===== src/rtl/tx_burst_pkg.sv =====
package tx_burst_pkg;

    typedef enum logic [1:0] {
        ST_IDLE  = 2'd0,
        ST_PULSE = 2'd1,
        ST_DAMP  = 2'd2,
        ST_DONE  = 2'd3
    } burst_state_t;

endpackage


===== src/rtl/tx_burst_cfg_decode.sv =====
module tx_burst_cfg_decode #(
    parameter int CODE_W  = 3,
    parameter int CNT_W   = 5,
    parameter int START_W = 10
) (
    input  logic [CODE_W-1:0]  div_code,
    input  logic [CNT_W-1:0]   pulse_num,
    input  logic [CNT_W-1:0]   flip_pos,
    input  logic               damp_req,
    output logic               shift_act,
    output logic [CNT_W-1:0]   eff_num,
    output logic               damp_ok,
    output logic [START_W-1:0] start_len
);
    localparam logic [CNT_W-1:0] SHIFT_OFF = {CNT_W{1'b1}};
    localparam logic [CNT_W-1:0] START_CAP = CNT_W'(3);

    logic [CNT_W-1:0] start_mult;

    always_comb begin
        shift_act  = (flip_pos != SHIFT_OFF) && (flip_pos < pulse_num);
        eff_num    = shift_act ? (pulse_num - CNT_W'(1)) : pulse_num;
        damp_ok    = damp_req && !shift_act &&
                     (pulse_num != SHIFT_OFF) && (pulse_num != '0);
        start_mult = (pulse_num >= START_CAP) ? START_CAP : pulse_num;
        start_len  = START_W'(start_mult) << (START_W'(div_code) + START_W'(1));
    end

endmodule


===== src/rtl/tx_burst_phase_timer.sv =====
module tx_burst_phase_timer #(
    parameter int CODE_W = 3,
    parameter int PH_W   = 8
) (
    input  logic              clk,
    input  logic              rst_n,
    input  logic              clr,
    input  logic              en,
    input  logic [CODE_W-1:0] code,
    output logic              first_half,
    output logic              period_end
);
    logic [PH_W-1:0] cyc_q;
    logic [PH_W:0]   half_len;
    logic [PH_W:0]   last_cyc;

    always_comb begin
        half_len   = (PH_W+1)'(1) << code;
        last_cyc   = (half_len << 1) - (PH_W+1)'(1);
        first_half = {1'b0, cyc_q} < half_len;
        period_end = {1'b0, cyc_q} == last_cyc;
    end

    always_ff @(posedge clk or negedge rst_n) begin
        if (!rst_n) begin
            cyc_q <= '0;
        end else if (clr) begin
            cyc_q <= '0;
        end else if (en) begin
            cyc_q <= period_end ? '0 : cyc_q + PH_W'(1);
        end
    end

endmodule


===== src/rtl/tx_burst_start_timer.sv =====
module tx_burst_start_timer #(
    parameter int START_W = 10
) (
    input  logic               clk,
    input  logic               rst_n,
    input  logic               load,
    input  logic [START_W-1:0] len,
    output logic               active
);
    logic [START_W-1:0] left_q;

    always_ff @(posedge clk or negedge rst_n) begin
        if (!rst_n) begin
            left_q <= '0;
        end else if (load) begin
            left_q <= len;
        end else if (left_q != '0) begin
            left_q <= left_q - START_W'(1);
        end
    end

    assign active = (left_q != '0);

endmodule


===== src/rtl/tx_burst_gen.sv =====
module tx_burst_gen
    import tx_burst_pkg::*;
#(
    parameter int CODE_W = 3,
    parameter int CNT_W  = 5
) (
    input  logic              clk,
    input  logic              rst_n,
    input  logic              go,
    input  logic [CODE_W-1:0] div_code,
    input  logic [CNT_W-1:0]  pulse_num,
    input  logic [CNT_W-1:0]  flip_pos,
    input  logic              damp_en,
    output logic              tx_drive,
    output logic              start_pulse,
    output logic              burst_done
);
    localparam int PH_W    = 2**CODE_W;
    localparam int START_W = PH_W + 2;

    burst_state_t state_q, state_d;

    logic               dec_act, dec_damp;
    logic [CNT_W-1:0]   dec_eff;
    logic [START_W-1:0] dec_start;

    logic [CODE_W-1:0] code_q;
    logic [CNT_W-1:0]  eff_q, pos_q, idx_q;
    logic              act_q, damp_q;

    logic accept, first_half, period_end, run_en, last_pulse, inverted;

    tx_burst_cfg_decode #(
        .CODE_W (CODE_W),
        .CNT_W  (CNT_W),
        .START_W(START_W)
    ) decode_i (
        .div_code (div_code),
        .pulse_num(pulse_num),
        .flip_pos (flip_pos),
        .damp_req (damp_en),
        .shift_act(dec_act),
        .eff_num  (dec_eff),
        .damp_ok  (dec_damp),
        .start_len(dec_start)
    );

    assign accept = go && (state_q == ST_IDLE) && !start_pulse;
    assign run_en = (state_q == ST_PULSE) || (state_q == ST_DAMP);

    tx_burst_phase_timer #(
        .CODE_W(CODE_W),
        .PH_W  (PH_W)
    ) phase_i (
        .clk       (clk),
        .rst_n     (rst_n),
        .clr       (accept),
        .en        (run_en),
        .code      (code_q),
        .first_half(first_half),
        .period_end(period_end)
    );

    tx_burst_start_timer #(
        .START_W(START_W)
    ) start_i (
        .clk   (clk),
        .rst_n (rst_n),
        .load  (accept),
        .len   (dec_start),
        .active(start_pulse)
    );

    // Configuration captured at acceptance
    always_ff @(posedge clk or negedge rst_n) begin
        if (!rst_n) begin
            code_q <= '0;
            eff_q  <= '0;
            pos_q  <= '1;
            act_q  <= 1'b0;
            damp_q <= 1'b0;
        end else if (accept) begin
            code_q <= div_code;
            eff_q  <= dec_eff;
            pos_q  <= flip_pos;
            act_q  <= dec_act;
            damp_q <= dec_damp;
        end
    end

    // Pulse index
    always_ff @(posedge clk or negedge rst_n) begin
        if (!rst_n) begin
            idx_q <= '0;
        end else if (accept) begin
            idx_q <= '0;
        end else if ((state_q == ST_PULSE) && period_end) begin
            idx_q <= idx_q + CNT_W'(1);
        end
    end

    assign last_pulse = ({1'b0, idx_q} + (CNT_W+1)'(1)) == {1'b0, eff_q};
    assign inverted   = act_q && (idx_q >= pos_q);

    // Next-state logic
    always_comb begin
        state_d = state_q;
        unique case (state_q)
            ST_IDLE: begin
                if (accept) begin
                    state_d = (dec_eff == '0) ? ST_DONE : ST_PULSE;
                end
            end
            ST_PULSE: begin
                if (period_end && last_pulse) begin
                    state_d = damp_q ? ST_DAMP : ST_DONE;
                end
            end
            ST_DAMP: begin
                if (period_end) begin
                    state_d = ST_DONE;
                end
            end
            ST_DONE: begin
                state_d = ST_IDLE;
            end
            default: state_d = ST_IDLE;
        endcase
    end

    // State register
    always_ff @(posedge clk or negedge rst_n) begin
        if (!rst_n) begin
            state_q <= ST_IDLE;
        end else begin
            state_q <= state_d;
        end
    end

    // Outputs
    always_comb begin
        tx_drive   = 1'b0;
        burst_done = 1'b0;
        unique case (state_q)
            ST_IDLE:  tx_drive = 1'b0;
            ST_PULSE: tx_drive = first_half ^ inverted;
            ST_DAMP:  tx_drive = 1'b1;
            ST_DONE:  burst_done = 1'b1;
            default:  tx_drive = 1'b0;
        endcase
    end

endmodule


===== config.mk =====
export PLATFORM = sky130hd
export DESIGN_NAME = tx_burst_gen
export DESIGN_NICKNAME = d
export VERILOG_FILES = /design/src/rtl/tx_burst_pkg.sv /design/src/rtl/tx_burst_cfg_decode.sv /design/src/rtl/tx_burst_phase_timer.sv /design/src/rtl/tx_burst_start_timer.sv /design/src/rtl/tx_burst_gen.sv
export SDC_FILE = /design/constraint.sdc
export NUM_CORES = 1
export LEC_CHECK = 0
export ABC_AREA = 1
export BUFFER_PORTS_ARGS = -buffer_cell sky130_fd_sc_hd__buf_2
export CORE_ASPECT_RATIO = 0.75
export CORE_MARGIN = 5
export CORE_UTILIZATION = 43
export CTS_CLUSTER_DIAMETER = 120
export CTS_CLUSTER_SIZE = 14
export DETAILED_ROUTE_END_ITERATION = 8
export PLACE_DENSITY = 0.67
export SLEW_MARGIN = 10
export SYNTH_ARGS = -nofsm -noshare
export SYNTH_HDL_FRONTEND = slang
export SYNTH_SLANG_ARGS = --single-unit
export TNS_END_PERCENT = 20

===== constraint.sdc =====
create_clock -name clk -period 4.3 [get_ports clk]
set_input_delay 0.215 -clock clk [delete_from_list [all_inputs] [get_ports clk]]
set_output_delay 0.215 -clock clk [all_outputs]
set_load 0.1 [all_outputs]

==> flow_summary.ini <==
[floorplanning]
row_count = 27
die-area_um2 = 9290
fp.dieH_um = 84.7
pin_count = 20
core-area_um2 = 7300
die_w_um = 110
start_util_pct = 43.9

[grt]
antenna_found_initial = 0
grt_pass1_wl_um = 12600
grt_pass1_vias = 2694
overflow = 0
grt_max_degree = 41
grtUsageTotal_pct = 16.6

[yosys]
synth_cells = 461
yosysSeqAreaShare_pct = 31.4
synth_warnings = 0
syn_nets = 506
synth_ff_type = dfrtp_1
synth_edf_count = 0
netlist.top_cell.by_area = dfrtp_1
yosysTopAreaCellShare_pct = 27.3
synthArstFlopShare_pct = 100
synth_seq_cells = 40
synth.area.top_cells = dfrtp_1 27%, nand2_1 16%, ha_1 11%
ys_types = 34
netlist_area_um2 = 3200
syn_avg_cell_area_um2 = 6.95

[critical_path]
crit_type = reg2out
r2r.worst_path.cells = 10
crit_fanout = 10
end_kind = output pin
critical_path_arrival_ps = 2730
r2r_slack_ps = 2220
cp-start-kind = flop
rr_startpoint = start_i.left_q[0]
crit_required_ps = 4090
r2r-end = pos_q[4]

[pwr]
powerDensity_nw_per_um2 = 201
vdd_drop_max_uv = 116
p_leak_nw = 1.82
finalPower_mw = 0.695

[clocking]
numCtsBuffers = 5
clock_latency_ps = 290
clkSinkCount = 40
cts_root_buf = clkbuf_8
clkTransAtPathRegs_ps = 80
htree_levels = 2
post-cts-setup-buffers = 0
cts_hold_repair.buffers = 0
cts_resized = 0
cts_tree = built
clk_path_buf_depth = 2

[route]
routed_wl_um = 7270
ant_nets = 0
vias = 2939
firstDrtPassIters = 5
wl_per_cell_um = 12.5
drc = 0
drt_iter0_drc = 203
vias_per_cell = 5.05

[sta]
slew_headroom_pct = 37.9
worst_slack_ps = 1350
max_clock_freq_mhz = 339
rsz0062_at_grt = false
fin_crit_sh_pct = 68.6
skew_ps = 10.2
fin_setup_tns_ps = 0
hold_viol = 0
slew_violations = 0
setup_viol = 0
period_needed_ps = 2950
tightest_slew_ps = 931

[finish]
nNetsFinal = 525
final_area_um2 = 3450
final_common_cell = nand2_1
multi_input_area_um2 = 1900
seq_area_um2 = 1010
drive_gt1_share_pct = 8.73
area_growth_pct = 7.85
nFillCells = 759
num_antenna_cells = 0
final_cell_mix = 140 x nand2_1, 62 x inv_1, 42 x nand3_1

[placement]
placed_cell_area_um2 = 3370
gp_congestion = 0.883
dpl.hpwl_um = 5720
dp_slack_ps = 1720
io_buffers = 19

[hold_path]
hold_class = in2async

[job]
cap_violations = 0

[outcome]
outcome = complete, no violations
==> flip-flops by register name, summed over array words and instances, names as in the netlist <==
| name | count |
|---|---|
| code_q | 3 |
| pos_q | 5 |
| eff_q | 5 |
| act_q | 1 |
| start_i.left_q | 10 |
| phase_i.cyc_q | 8 |
| idx_q | 5 |
| damp_q | 1 |
| state_q | 2 |
==> routing by layer <==
layer | vias to the layer above | part of all wire [%] | GRT usage [%]
li1 | 1539 | - | -
met1 | 1316 | 53 | 26.3
met2 | 79 | 40 | 23.5
met3 | 5 | 5.8 | 3.00
met4 | 0 | 0.61 | 2.94
met5 | - | 0 | 0
==> worst max-delay path, stage by stage (launching register included) <==
cell and delay (ps):
dfrtp_1 580, nand2_1 190, inv_1 110, nand2_1 60
ha_1 300, nand3_1 110, nor3_1 130, o21ai_0 130
nand3_1 120, nor2_1 50, nor2_1 80, a21oi_1 70
nor2_1 90, buf_2 430
==> how the worst max path moves through the flow <==
| stage | from | to | slack [ps] | depth (start not counted) |
|---|---|---|---|---|
| 5_1_grt | code_q[2] | tx_drive | 1210 | 13 |
| 2_1_floorplan | code_q[0] | tx_drive | 1290 | 12 |
| 3_3_place_gp | code_q[2] | tx_drive | 1840 | 13 |
| 4_1_cts | code_q[2] | tx_drive | 1390 | 13 |
| 6_report | code_q[2] | tx_drive | 1350 | 13 |
| 3_5_place_dp | code_q[2] | tx_drive | 1720 | 13 |
==> kinds of logic (layout without fill, tap and decap cells) <==
family | after synthesis | after routing | share of synthesized area [%]
buffers and inverters | 72 | 92 | 9.18
flip-flops | 40 | 40 | 31.4
XOR/XNOR | 11 | 11 | 3.01
AO/OA/AOI/OAI | 62 | 62 | 10.9
AND/OR/NAND/NOR | 248 | 248 | 34.6
adder cells (fa/ha/maj) | 28 | 28 | 10.9
==> area by class of cell <==
| class | count | share of cell area [%] |
|---|---|---|
| inverter | 65 | 7.06 |
| tap | 101 | 3.66 |
| multi-input combinational | 349 | 55.1 |
| timing repair buffer | 19 | 2.75 |
| sequential | 40 | 29.2 |
| clock buffer | 8 | 2.32 |
==> cells in the mapped netlist (2+ instances only) <==
master and count:
ha_1 28, xnor2_1 6, xor2_1 5, nor2_4 2
nand2_1 140, o21a_1 5, buf_2 4, nor3_1 5
inv_1 62, a21oi_1 13, o21ai_0 24, o22ai_1 4
inv_2 3, nor2_1 41, nand4_1 10, o221ai_1 2
dfrtp_1 35, buf_6 2, dfstp_2 5, o21ai_1 9
nand3_1 42, nand3_4 2
==> where the power goes <==
group | switching (mW) | internal (mW) | leakage (nW)
registers | 0 | 0.376 | 0.506
logic | 0.0510 | 0.0233 | 1.28
clock network | 0.129 | 0.115 | 0.0395
==> per-stage QoR <==
stage               hold slack, ps  util (%)  std cells
finish                        57.6      47.3        582
detailed placement             413      46.2        574
CTS                           97.2      47.3        582
global placement               418      46.2        574
global route                   143      47.3        582
floorplan                    -80.6         -        461
No activity file was read; power rests on OpenSTA's default activity.
